`config.mk`:
```
export PLATFORM = sky130hd
export DESIGN_NAME = adc_rd_ctrl
export DESIGN_NICKNAME = d
export VERILOG_FILES = /design/src/rtl/adc_rd_pkg.sv /design/src/rtl/adc_rd_sclk.sv /design/src/rtl/adc_rd_capture.sv /design/src/rtl/adc_rd_ctrl.sv
export SDC_FILE = /design/constraint.sdc
export NUM_CORES = 1
export LEC_CHECK = 0
export ABC_AREA = 1
export BUFFER_PORTS_ARGS = -buffer_cell sky130_fd_sc_hd__buf_2
export CAP_MARGIN = 10
export CORE_ASPECT_RATIO = 0.9
export CORE_MARGIN = 2
export CORE_UTILIZATION = 35
export CTS_BUF_LIST = sky130_fd_sc_hd__clkbuf_8
export CTS_CLUSTER_DIAMETER = 200
export DETAILED_ROUTE_END_ITERATION = 16
export PLACE_DENSITY = 0.56
export SLEW_MARGIN = 15
export SYNTH_ARGS = -nofsm -noshare
export SYNTH_HDL_FRONTEND = slang
export SYNTH_HIERARCHICAL = 1
export SYNTH_SLANG_ARGS = --single-unit
```
`constraint.sdc`:
```
create_clock -name clk_i -period 4.95 [get_ports clk_i]
set_input_delay 0.2475 -clock clk_i [delete_from_list [all_inputs] [get_ports clk_i]]
set_output_delay 0.2475 -clock clk_i [all_outputs]
set_load 0.1 [all_outputs]
```
`src/rtl/adc_rd_pkg.sv`:
```
package adc_rd_pkg;

   localparam int RES_W = 12;

   typedef enum logic [2:0] {
      ST_IDLE,
      ST_ACQ,
      ST_CNV,
      ST_SETUP,
      ST_SHIFT
   } rd_state_e;

endpackage

```
`src/rtl/adc_rd_sclk.sv`:
```
module adc_rd_sclk #(
   parameter int SCK_DIV = 3,
   parameter int N_BITS  = 16,
   parameter int IDX_W   = $clog2(N_BITS + 1)
) (
   input  logic             clk_i,
   input  logic             rst_ni,
   input  logic             run_i,
   output logic             sck_o,
   output logic             rise_o,
   output logic             last_fall_o,
   output logic [IDX_W-1:0] idx_o
);

   localparam int PH_W = $clog2(SCK_DIV + 1);

   logic [PH_W-1:0]  ph_q;
   logic             sck_q;
   logic [IDX_W-1:0] nrise_q;
   logic             ph_end;

   assign ph_end      = (ph_q == PH_W'(SCK_DIV - 1));
   assign rise_o      = run_i & ph_end & ~sck_q;
   assign last_fall_o = run_i & ph_end & sck_q & (nrise_q == IDX_W'(N_BITS));
   assign sck_o       = sck_q;
   assign idx_o       = nrise_q;

   always_ff @(posedge clk_i) begin
      if (!rst_ni || !run_i) begin
         ph_q    <= '0;
         sck_q   <= 1'b0;
         nrise_q <= '0;
      end else if (ph_end) begin
         ph_q  <= '0;
         sck_q <= ~sck_q;
         if (!sck_q) nrise_q <= nrise_q + 1'b1;
      end else begin
         ph_q <= ph_q + 1'b1;
      end
   end

endmodule

```
`src/rtl/adc_rd_capture.sv`:
```
module adc_rd_capture #(
   parameter int N_BITS = 16,
   parameter int RES_W  = 12,
   parameter int IDX_W  = $clog2(N_BITS + 1)
) (
   input  logic             clk_i,
   input  logic             rst_ni,
   input  logic             rise_i,
   input  logic [IDX_W-1:0] idx_i,
   input  logic             sdo_i,
   input  logic             end_i,
   output logic [RES_W-1:0] data_o,
   output logic             valid_o
);

   logic             take;
   logic [RES_W-1:0] sh_q;

   generate
      if (N_BITS > RES_W) begin : g_trim
         assign take = rise_i & (idx_i < IDX_W'(RES_W));
      end else begin : g_exact
         logic unused_idx;
         assign unused_idx = ^idx_i;
         assign take = rise_i;
      end
   endgenerate

   always_ff @(posedge clk_i) begin
      if (!rst_ni) begin
         sh_q    <= '0;
         data_o  <= '0;
         valid_o <= 1'b0;
      end else begin
         if (take) sh_q <= {sh_q[RES_W-2:0], sdo_i};
         valid_o <= end_i;
         if (end_i) data_o <= sh_q;
      end
   end

endmodule

```
`src/rtl/adc_rd_ctrl.sv`:
```
module adc_rd_ctrl
   import adc_rd_pkg::*;
#(
   parameter int CLK_PS  = 10000,
   parameter int T_ACQ   = 50,
   parameter int T_CONV  = 150,
   parameter int T_SETUP = 2,
   parameter int SCK_DIV = 3,
   parameter int N_BITS  = 16
) (
   input  logic             clk_i,
   input  logic             rst_ni,
   input  logic             req_i,
   input  logic             mode_i,
   output logic             conv_o,
   output logic             sck_o,
   input  logic             sdo_i,
   output logic [RES_W-1:0] data_o,
   output logic             valid_o,
   output logic             busy_o
);

   localparam int IDX_W  = $clog2(N_BITS + 1);
   localparam int WIN    = (T_CONV > T_SETUP) ? T_CONV : T_SETUP;
   localparam int CNT_W  = $clog2(WIN + 1);
   localparam int LOW_W  = $clog2(T_ACQ + 1);

   generate
      if (N_BITS < RES_W || N_BITS > 16) begin : g_bad_bits
         $error("frame length must be 12..16 shift clocks");
      end
      if (SCK_DIV < 1 || 2 * SCK_DIV * CLK_PS < 50000) begin : g_bad_sck
         $error("shift clock faster than 20 MHz");
      end
      if (T_SETUP < 1 || T_SETUP * CLK_PS < 16000) begin : g_bad_setup
         $error("set-up gap shorter than 16 ns");
      end
      if (T_ACQ < 1 || T_CONV < 1) begin : g_bad_win
         $error("acquisition and conversion windows need at least one cycle");
      end
   endgenerate

   rd_state_e        st_q, st_nxt;
   logic [CNT_W-1:0] cnt_q;
   logic [LOW_W-1:0] low_q;
   logic             conv_q, conv_nxt;
   logic             busy_q;
   logic             mode_q;
   logic             rd_done_q;
   logic             accept;

   logic             sck_w, rise_w, last_fall_w;
   logic [IDX_W-1:0] idx_w;

   assign accept = (st_q == ST_IDLE) & req_i;

   always_comb begin
      st_nxt = st_q;
      unique case (st_q)
         ST_IDLE:  if (req_i) st_nxt = mode_i ? ST_ACQ : ST_SETUP;
         ST_ACQ:   if (low_q >= LOW_W'(T_ACQ)) st_nxt = ST_CNV;
         ST_CNV:   if (cnt_q == CNT_W'(T_CONV - 1))
                      st_nxt = rd_done_q ? ST_IDLE : ST_SETUP;
         ST_SETUP: if (cnt_q == CNT_W'(T_SETUP - 1)) st_nxt = ST_SHIFT;
         ST_SHIFT: if (last_fall_w) st_nxt = mode_q ? ST_CNV : ST_ACQ;
         default:  st_nxt = ST_IDLE;
      endcase
   end

   assign conv_nxt = (st_nxt == ST_IDLE) || (st_nxt == ST_CNV);

   always_ff @(posedge clk_i) begin
      if (!rst_ni) begin
         st_q      <= ST_IDLE;
         cnt_q     <= '0;
         low_q     <= '0;
         conv_q    <= 1'b1;
         busy_q    <= 1'b0;
         mode_q    <= 1'b0;
         rd_done_q <= 1'b0;
      end else begin
         st_q   <= st_nxt;
         conv_q <= conv_nxt;
         busy_q <= (st_nxt != ST_IDLE);
         if (st_nxt != st_q) cnt_q <= '0;
         else if (st_q == ST_CNV || st_q == ST_SETUP) cnt_q <= cnt_q + 1'b1;
         if (!conv_nxt) begin
            if (conv_q) low_q <= LOW_W'(1);
            else if (low_q != LOW_W'(T_ACQ)) low_q <= low_q + 1'b1;
         end
         if (accept) begin
            mode_q    <= mode_i;
            rd_done_q <= 1'b0;
         end else if (last_fall_w) begin
            rd_done_q <= 1'b1;
         end
      end
   end

   adc_rd_sclk #(
      .SCK_DIV (SCK_DIV),
      .N_BITS  (N_BITS),
      .IDX_W   (IDX_W)
   ) u_sclk (
      .clk_i       (clk_i),
      .rst_ni      (rst_ni),
      .run_i       (st_q == ST_SHIFT),
      .sck_o       (sck_w),
      .rise_o      (rise_w),
      .last_fall_o (last_fall_w),
      .idx_o       (idx_w)
   );

   adc_rd_capture #(
      .N_BITS (N_BITS),
      .RES_W  (RES_W),
      .IDX_W  (IDX_W)
   ) u_cap (
      .clk_i   (clk_i),
      .rst_ni  (rst_ni),
      .rise_i  (rise_w),
      .idx_i   (idx_w),
      .sdo_i   (sdo_i),
      .end_i   (last_fall_w),
      .data_o  (data_o),
      .valid_o (valid_o)
   );

   assign conv_o = conv_q;
   assign sck_o  = sck_w;
   assign busy_o = busy_q;

endmodule

```
### After elaboration in Yosys (flattened, before gate mapping)

Index checks and enable logic that the tools add are counted.

| word-level totals | value |
|---|---|
| bits of input ports | 5 |
| latch bits | 0 |
| memories kept | 0 |
| RAM bits | 0 |
| bits in registers | 54 |
| output and inout bits | 16 |
| bits in read-only memories | 0 |

| operators by class | value |
|---|---|
| multiplexer cells | 11 |
| shift-type cells | 0 |
| $add $sub $neg | 4 |
| divide/modulo/power cells | 0 |
| bitwise gates (word level) | 9 |
| $mul | 0 |
| equality and inequality tests | 11 |
| magnitude comparators | 2 |
| reductions and logical operators | 14 |

Operators by type and width:

| operator | count |
|---|---|
| $mux 3 | 5 |
| $pmux 3 s5 | 1 |
| $mux 6 | 2 |
| $eq 3x2->1 const B | 3 |
| $add 8x1->8 const B | 1 |
| $eq 8x1->1 const B | 1 |
| $eq 8x8->1 const B | 1 |
| $add 6x1->6 const B | 1 |
| $and 1x1->1 | 6 |
| $ge 6x6->1 const B | 1 |
| $logic_not 3->1 | 2 |
| $mux 2 | 3 |
| $ne 6x6->1 const B | 1 |
| $reduce_or 2->1 | 3 |
| $add 5x1->5 const B | 1 |
| $eq 5x5->1 const B | 1 |
| $lt 5x4->1 const B | 1 |
| $reduce_and 2->1 | 2 |
| $eq 3x1->1 const B | 1 |
| $eq 3x3->1 const B | 1 |
| $logic_or 1x1->1 | 3 |
| $ne 3x3->1 | 1 |
| $not 1->1 | 3 |
| $reduce_bool 3->1 | 1 |
| other kinds (4) | 5 |

### Logic depth before layout (Yosys ltp)

Gate-level depths: netlist (run 1).

| depth | value |
|---|---|
| depth in word-level cells | 10 |
| gate-level depth with buffers | 17 |

### Modules after synthesis

Netlist (run 1), hierarchy kept.

By module, submodules not included:

| module | cells an instance | instances | area each (sq um) |
|---|---|---|---|
| adc_rd_ctrl | 186 | 1 | 1265.0 |
| adc_rd_capture | 123 | 1 | 978.4 |
| adc_rd_sclk | 46 | 1 | 362.8 |

### Worst setup path after synthesis (run 1)

No wires, ideal clock.

| timing | value |
|---|---|
| path type | register -> register |
| start point | reg u_sclk.sck_q, in the netlist u_sclk/sck_o |
| end point | reg low_q[1] |
| path buffers | 0 |
| required time | 4.838 ns |
| stages on the path, launching flop included | 14 |
| clock period less this slack | 2.832 ns |
| arrival time | 2.720 ns |
| path slack | 2.118 ns |
| cell sequence | dfxtp_1 inv_1 nor3_1 nand2_1 inv_1 nor2_1 nand2_1 nand3_1 nor2_2 nand3_4 nand2_4 inv_2 nor2_1 nor2_1 |

| on the way | value |
|---|---|
| word-level cells in the longest chain between the ends | 8 |
| elaborated cells on any way between the ends | 9 |

Ends and longest elaborated chain:

| item | line | source |
|---|---|---|
| start, declared | adc_rd_sclk.sv:18 | `logic sck_q;` |
| start signal, assigned | adc_rd_sclk.sv:35 | `sck_q <= ~sck_q;` |
| $and 1x1->1 * (2 in a row) | adc_rd_sclk.sv:24 | `assign last_fall_o = run_i & ph_end & sck_q & (nrise_q == IDX_W'(N_BITS));` |
| net last_fall_w | adc_rd_ctrl.sv:52 | `logic sck_w, rise_w, last_fall_w;` |
| $mux 3 * | adc_rd_ctrl.sv:65 | `ST_SHIFT: if (last_fall_w) st_nxt = mode_q ? ST_CNV : ST_ACQ;` |
| $pmux 3 s5 * | adc_rd_ctrl.sv:59 | `unique case (st_q)` |
| $eq 3x2->1 or $logic_not 3->1 (tied branches) | adc_rd_ctrl.sv:70 | `assign conv_nxt = (st_nxt == ST_IDLE) \|\| (st_nxt == ST_CNV);` |
| $logic_or 1x1->1 * | adc_rd_ctrl.sv:70 |  |
| $not 1->1 (no source line) * | - |  |
| $reduce_and 2->1 (no source line) * | - |  |
| end signal, assigned | adc_rd_ctrl.sv:89 | `else if (low_q != LOW_W'(T_ACQ)) low_q <= low_q + 1'b1;` |
| end, declared | adc_rd_ctrl.sv:45 | `logic [LOW_W-1:0] low_q;` |

The timed path passes the listed nets; every way through them passes the cells marked *.
A chain may end at the register's enable or synchronous reset.

### Worst setup path after layout (run 1)

| timing | value |
|---|---|
| start point | reg st_q[0] |
| end point | reg low_q[1] |

| on the way | value |
|---|---|
| word-level cells in the longest chain between the ends | 10 |
| elaborated cells on any way between the ends | 19 |

Ends and longest elaborated chain:

| item | line | source |
|---|---|---|
| start, declared | adc_rd_ctrl.sv:43 | `rd_state_e st_q, st_nxt;` |
| start signal, assigned | adc_rd_ctrl.sv:82 | `st_q <= st_nxt;` |
| $eq 3x3->1 * | adc_rd_ctrl.sv:107 | `.run_i (st_q == ST_SHIFT),` |
| $and 1x1->1 * (3 in a row) | adc_rd_sclk.sv:24 |  |
| net last_fall_w | adc_rd_ctrl.sv:52 |  |
| $mux 3 * | adc_rd_ctrl.sv:65 |  |
| $pmux 3 s5 * | adc_rd_ctrl.sv:59 |  |
| $eq 3x2->1 or $logic_not 3->1 (tied branches) | adc_rd_ctrl.sv:70 |  |
| $logic_or 1x1->1 * | adc_rd_ctrl.sv:70 |  |
| $not 1->1 (no source line) * | - |  |
| $reduce_and 2->1 (no source line) * | - |  |

Marked as above.

==> qor.txt, run 1 <==
CTS tree = done
worst r2r src = st_q[0]$_SDFF_PN0_
Starting Density = 0.365
Synth Area in XOR/XNOR = 0.0336
Die H = 85.9 µm
RSZ-0062 raised after global routing = no
Post-Syn Nets = 367
Relative slew margins = 0.625
Fmax = 425 MHz
chip width = 95.0 µm
sequential share of the synthesized area = 0.415
HP Start = sdo_i
Psw = 268 µW
H-tree depth = 2
Max FO, Critical Path = 29
Ports = 21
Pint = 583 µW
Final #Nets = 386
share of cells above drive strength 1 = 0.136
total number of vias = 2208
GRT Resource Usage Total = 0.135
critical path class = reg -> reg
Mapped Area = 2610 µm²
clock share of power = 0.314
Avg Synthesized Cell Area = 7.34 µm²
Clock Tree Buf Depth = 2
DP HPWL = 3590 µm
WL final = 5150 µm
Synth cell types = 29
Synth top area share = 0.415
Post-Synthesis Cells = 355
Synth async-reset ratio = 0
Layout fillers = 758
initial antenna violation count = 0
Crit path arrival time = 2.57 ns
outcome = complete, no violations
MaxCap Viol Count = 0
Setup TNS Final = 0 ns
WL/cell = 11.0 µm
Clock Sink Count = 54
Via density = 4.72
Final ANT Viol Nets = 0
Peak supply drop = 131 µV
hold path cells = 5
crit end category = flip-flop
Clock Skew = 0.0107 ns
area leader, netlist = dfxtp_1
CTS Root Cell = clkbuf_8
Hold Fails Final Rpt = 0
DRC viols = 0
Sw Ratio = 0.315
fin util = 0.399
final clock period utilization by the worst path = 0.476
post-synthesis simple-gate area fraction = 0.315
pwr dens = 298 nW/µm²
FF-to-FF path depth = 17
final setup fails = 0
setup bufs post-CTS = 0
post-synthesis mux area share = 0
Worst Setup SP = st_q[0]$_SDFF_PN0_
Synth area leaders = dfxtp_1, nand2_1, a21oi_1
Clk pin slew, worst setup/hold paths = 0.10 ns
post-synthesis adder-cell area fraction = 0.0336
Critical Path RT = 5.17 ns
hold crit path type = in -> reg
initial DRC count = 75
#FFs+latches synth = 54
number of synthesized flops with an enable pin = 0
Final min period = 2.36 ns
PostCTS Resize Cnt = 0
P_leak = 0.00117 µW
first-pass detailed-route iteration total = 4
startpoint types = flip-flop
fin. max-slew vios = 0
largest net degree at the start of global routing = 34
grt ovf = 0
Sequential Power Share = 0.539
Primary FF master, synth = dfxtp_1
RD Place Congestion = 0.846
clk_lat worst skew = 0.32 ns
clock buffer count from CTS = 5
IO Port Bufs = 20
Compound-Gate Fraction of Synth Area = 0.104
Syn. warnings = 6
global-route wire length before repair = 9000 µm
Worst Tran Pin Value = 0.562 ns
Layout area overhead = 9.46%
die area = 8150 µm²
Row Count = 29
Comb power frac = 0.146
largest family of logic cells by synthesized area = simple AND/OR/NAND/NOR gates
Antenna Cells = 0
Core ar. = 7150 µm²
CTS hold repair buffers = 0
vias in the first global route = 2042
[cells by family (layout without fill, tap and decap cells)]
| kind of cell | count (synthesis) | after routing |
|---|---|---|
| DFF | 54 | 54 |
| xor gates and xnor gates | 10 | 10 |
| and+or+nand+nor | 173 | 173 |
| buffers and inverters | 57 | 77 |
| AOI/OAI and AO/OA | 54 | 54 |
| adders and majority gates | 7 | 7 |
[stage by stage]
stage	cell area (µm²)	hold slack, ns	std cells	setup slack (ns)	total power, µW
final	2850	0.264	468	2.59	851
after global routing	2850	0.264	468	2.25	896
after CTS	2850	0.253	468	2.58	860
after detailed placement	2760	0.410	460	2.61	594
after global placement	2760	0.403	460	2.70	592
after floorplan	2610	0.337	355	2.12	569
[synth_stat cells (2+ instances only)]
cell     instances
nand2_1         56
dfxtp_1         54
nor2_1          47
inv_1           45
a21oi_1         36
nand3_1         32
o21ai_0         17
nor3_1          13
xor2_1           9
ha_1             7
buf_6            4
nand2_2          4
nor2_2           4
buf_4            3
inv_2            3
nand4_1          3
nor3_2           3
buf_2            2
nand3_2          2
nand3_4          2
[layer usage]
layer | global-route usage | part of all wire | wire length [µm]
met1 | 0.176 | 0.51 | 2650
met2 | 0.226 | 0.45 | 2310
met3 | 0.0387 | 0.037 | 190
met4 | 0.0198 | 0 | 0
met5 | 0 | 0 | 0
[cell type report]
class	count	area [µm²]	area share
multi-input combinational	244	1270	0.446
sequential	54	1080	0.379
inverter	48	180	0.0632
tap	93	116	0.0408
timing repair buffer	21	108	0.0377
clock buffer	5	68.8	0.0241
clock inverter	3	26.3	0.00921
[worst max-delay path, cell delays in order, from the launching register on]
cell     delay (ns)
dfxtp_1        0.41
nor2_2         0.15
nand2_1        0.09
inv_2          0.08
nand2_1        0.08
nor3_2         0.16
buf_4          0.28
nand2_1        0.11
inv_1          0.07
nor2_1         0.03
nand2_1        0.07
nand3_1        0.09
nor2_2         0.19
nand3_4        0.16
nand2_4        0.12
inv_2          0.05
nor2_1         0.08
nor2_1         0.04
[sequential cells by signal, indices dropped and copies added (netlist names), 2 cells and up]
register,cells
u_sclk/idx_o,5
u_sclk/ph_q,2
u_cap/data_o,12
cnt_q,8
low_q,6
st_q,3
u_cap/sh_q,12
[layout by cell type, fill, tap and decap left out]
cell / count
dfxtp_1: 54
nand2_2: 4
nor4_1: 1
xor2_1: 9
o21ai_0: 17
nor3_2: 4
or2_2: 1
nand2_1: 56
nor2_1: 47
nand3_2: 2
nand3_1: 32
and3_1: 1
nor3_1: 12
xnor2_1: 1
ha_1: 7
inv_6: 2
or2_1: 1
nor2_2: 4
inv_1: 45
a21oi_1: 36
nor3b_1: 1
buf_4: 1
clkinv_4: 1
nand2_4: 1
clkbuf_8: 5
nor2_4: 1
nand3_4: 2
inv_2: 3
buf_2: 20
a31oi_1: 1
nand4_1: 3
[power by group through the flow]
stage | clock network [µW] | logic (µW) | registers [µW]
6_report | 268 | 125 | 459
5_1_grt | 295 | 139 | 462
4_1_cts | 276 | 125 | 459
3_5_place_dp | 0 | 125 | 469
3_3_place_gp | 0 | 123 | 469
2_1_floorplan | 0 | 82.4 | 486
[path summary, 6_finish.rpt]
check	to	slack, ns
max reg2reg	low_q[1]$_SDFFE_PN0P_	2.59
min reg2reg	u_sclk/ph_q[0]$_SDFF_PP0_	0.42
min	u_cap/sh_q[0]$_SDFFE_PN0P_	0.26
max	low_q[1]$_SDFFE_PN0P_	2.59
No activity file was read; power rests on OpenSTA's default activity.
==> run 2, diff against run 1 <==
Clock period 4.95 ns to 2.2 ns, I/O delays scaled along.
==> qor.txt, run 2 (synthesis gave the netlist of run 1 again) <==
slowest CP cell = dfxtp_1 (unchanged)
final clock period utilization by the worst path = 0.919 (was 0.476)
Hold Fails Final Rpt = 0 (unchanged)
CTS tree = done (unchanged)
outcome = complete, no violations (unchanged)
worst setup margin = 0.177 ns (was 2.59 ns)
WL final = 5190 µm (was 5150 µm)
DP HPWL = 3650 µm (was 3590 µm)
Final #Nets = 395 (was 386)
die area = 8150 µm² (unchanged)
Worst Tran Pin Value = 0.511 ns (was 0.562 ns)
pwr dens = 650 nW/µm² (was 298 nW/µm²)
share of cells above drive strength 1 = 0.169 (was 0.136)
grt ovf = 0 (unchanged)
critical path class = reg -> reg (unchanged)
CTS hold repair buffers = 0 (unchanged)
RSZ-0062 raised after global routing = yes (was no)
WL/cell = 10.9 µm (was 11.0 µm)
Clock Sink Count = 54 (unchanged)
Clock Skew = 0.00485 ns (was 0.0107 ns)
Comb power frac = 0.162 (was 0.146)
Clock Tree Buf Depth = 2 (unchanged)
Die H = 85.9 µm (unchanged)
worst hold slack = 0.0544 ns (was 0.264 ns)
Pint = 1330 µW (was 583 µW)
largest registers = u_cap/data_o: 12 flops, u_cap/sh_q: 12 flops, cnt_q: 8 flops (unchanged)
Sequential Power Share = 0.534 (was 0.539)
MaxCap Viol Count = 0 (unchanged)
largest net degree at the start of global routing = 28 (was 34)
GRT Resource Usage Total = 0.138 (was 0.135)
total number of vias = 2242 (was 2208)
hold path cells = 2 (was 5)
clock buffer count from CTS = 5 (unchanged)
DRC viols = 0 (unchanged)
hold crit path type = in -> reg (unchanged)
startpoint types = flip-flop (unchanged)
Psw = 591 µW (was 268 µW)
vias in the first global route = 2040 (was 2042)
Row Count = 29 (unchanged)
Starting Density = 0.365 (unchanged)
Layout area overhead = 13.2% (was 9.46%)
chip width = 95.0 µm (unchanged)
initial DRC count = 104 (was 75)
Final min period = 2.02 ns (was 2.36 ns)
Critical Path RT = 2.41 ns (was 5.17 ns)
global-route wire length before repair = 9110 µm (was 9000 µm)
Ports = 21 (unchanged)
Sw Ratio = 0.308 (was 0.315)
P_leak = 0.00124 µW (was 0.00117 µW)
Setup TNS Final = 0 ns (unchanged)
crit end category = flip-flop (unchanged)
clk_lat worst skew = 0.31 ns (was 0.32 ns)
FF-to-FF path depth = 14 (was 17)
CTS Root Cell = clkbuf_8 (unchanged)
Crit path arrival time = 2.23 ns (was 2.57 ns)
first-pass detailed-route iteration total = 4 (unchanged)
Clk pin slew, worst setup/hold paths = 0.10 ns (about the same)
Relative slew margins = 0.659 (was 0.625)
Core ar. = 7150 µm² (unchanged)
H-tree depth = 2 (unchanged)
RD Place Congestion = 0.842 (was 0.846)
clock share of power = 0.304 (was 0.314)
cell count after placement = 465 (was 460)
Final ANT Viol Nets = 0 (unchanged)
final setup fails = 0 (unchanged)
commonest non-fill, non-tap cells in the layout = nand2_1, dfxtp_1, nor2_1 (unchanged)
initial antenna violation count = 0 (unchanged)
Area after DPL = 2800 µm² (was 2760 µm²)
Peak supply drop = 289 µV (was 131 µV)
dpl ws = 0.101 ns (was 2.61 ns)
Fmax = 494 MHz (was 425 MHz)
Via density = 4.70 (was 4.72)
most common cell after layout, fill and taps aside = nand2_1 (unchanged)
Final Cell Area = 2950 µm² (was 2850 µm²)
IO Port Bufs = 20 (unchanged)
Max stage delay on crit path = 0.34 ns (was 0.41 ns)
fin. max-slew vios = 0 (unchanged)
crit-path cells = inv_1 > ha_1 > nand3_2 > nor3_4 > nand2_1 > inv_1 > nor2_1 > nand2_1 > nand3_2 > nor2_4 > nand3_4 > buf_4 > nand3_1 > a21oi_1 (was nor2_2 > nand2_1 > inv_2 > nand2_1 > nor3_2 > buf_4 > nand2_1 > inv_1 > nor2_1 > nand2_1 > nand3_1 > nor2_2 > nand3_4 > nand2_4 > inv_2 > nor2_1 > nor2_1)
Max FO, Critical Path = 7 (was 29)
Antenna Cells = 0 (unchanged)
Final Non-Filler Cells = 477 (was 468)
-- run 2: changes by cell type in the layout (fill, tap and decap cells not counted) --
cell,previous run,this run
buf_4,1,10
dfxtp_1,54,52
dfxtp_2,0,1
dfxtp_4,0,1
inv_4,0,1
inv_6,2,1
nand3_1,32,30
nand3_2,2,4
nor2_2,4,3
nor2_4,1,2
nor3_1,12,11
nor3_4,0,1
-- run 2: through the flow --
step                power [µW]   util
detailed placement        1340  0.392
finish                    1920  0.413
global route              2020  0.413
CTS                       1930  0.405
global placement          1340  0.392
floorplan                 1280      -
-- run 2: power groups by stage --
stage / Clock (µW) / Sequential, µW / Combinational (µW)
after floorplan: 0 / 1090 / 185
after global placement: 0 / 1040 / 295
after detailed placement: 0 / 1050 / 296
after CTS: 608 / 1020 / 298
after global routing: 639 / 1030 / 350
final: 582 / 1020 / 310
-- run 2: worst paths after layout --
| path | from | endpoint | slack (ns) |
|---|---|---|---|
| hold / removal | rst_ni | conv_o$_SDFF_PN1_ | 0.05 |
| hold reg to reg | u_sclk/ph_q[0]$_SDFF_PP0_ | u_sclk/ph_q[0]$_SDFF_PP0_ | 0.43 |
| setup / recovery | u_sclk/idx_o[0]$_SDFFE_PP0P_ | low_q[3]$_SDFFE_PN0P_ | 0.18 |
| setup reg to reg | u_sclk/idx_o[0]$_SDFFE_PP0P_ | low_q[3]$_SDFFE_PN0P_ | 0.18 |
-- run 2: layer usage --
layer | vias to the layer above | GRT usage | part of all wire
met1 | 1019 | 0.188 | 0.51
met2 | 18 | 0.221 | 0.45
li1 | 1199 | - | -
met3 | 6 | 0.0290 | 0.023
met4 | 0 | 0.0435 | 0.013
met5 | - | 0 | 0
-- run 2: critical path, delay by kind of cell, from the launching register on --
family	cells	cell delay, ns
buf+inv	3	0.32
simple gates	9	1.04
fa+ha+maj	1	0.17
compound gates	1	0.07
flops	1	0.34
-- run 2: what timing repair did --
item / CTS / global route
gates resized for setup: 0 / 6
endpoints found under the setup margin: 0 / 15
setup buffers: 0 / 4
-- run 2: cell type report --
cell class                      count  area [µm²]
Fill cell                         731        4200
Clock buffer                        5        68.8
Timing Repair Buffer               30         175
Tap cell                           93         116
Inverter                           48         180
Clock inverter                      3        23.8
Sequential cell                    54        1090
Multi-Input combinational cell    244        1300
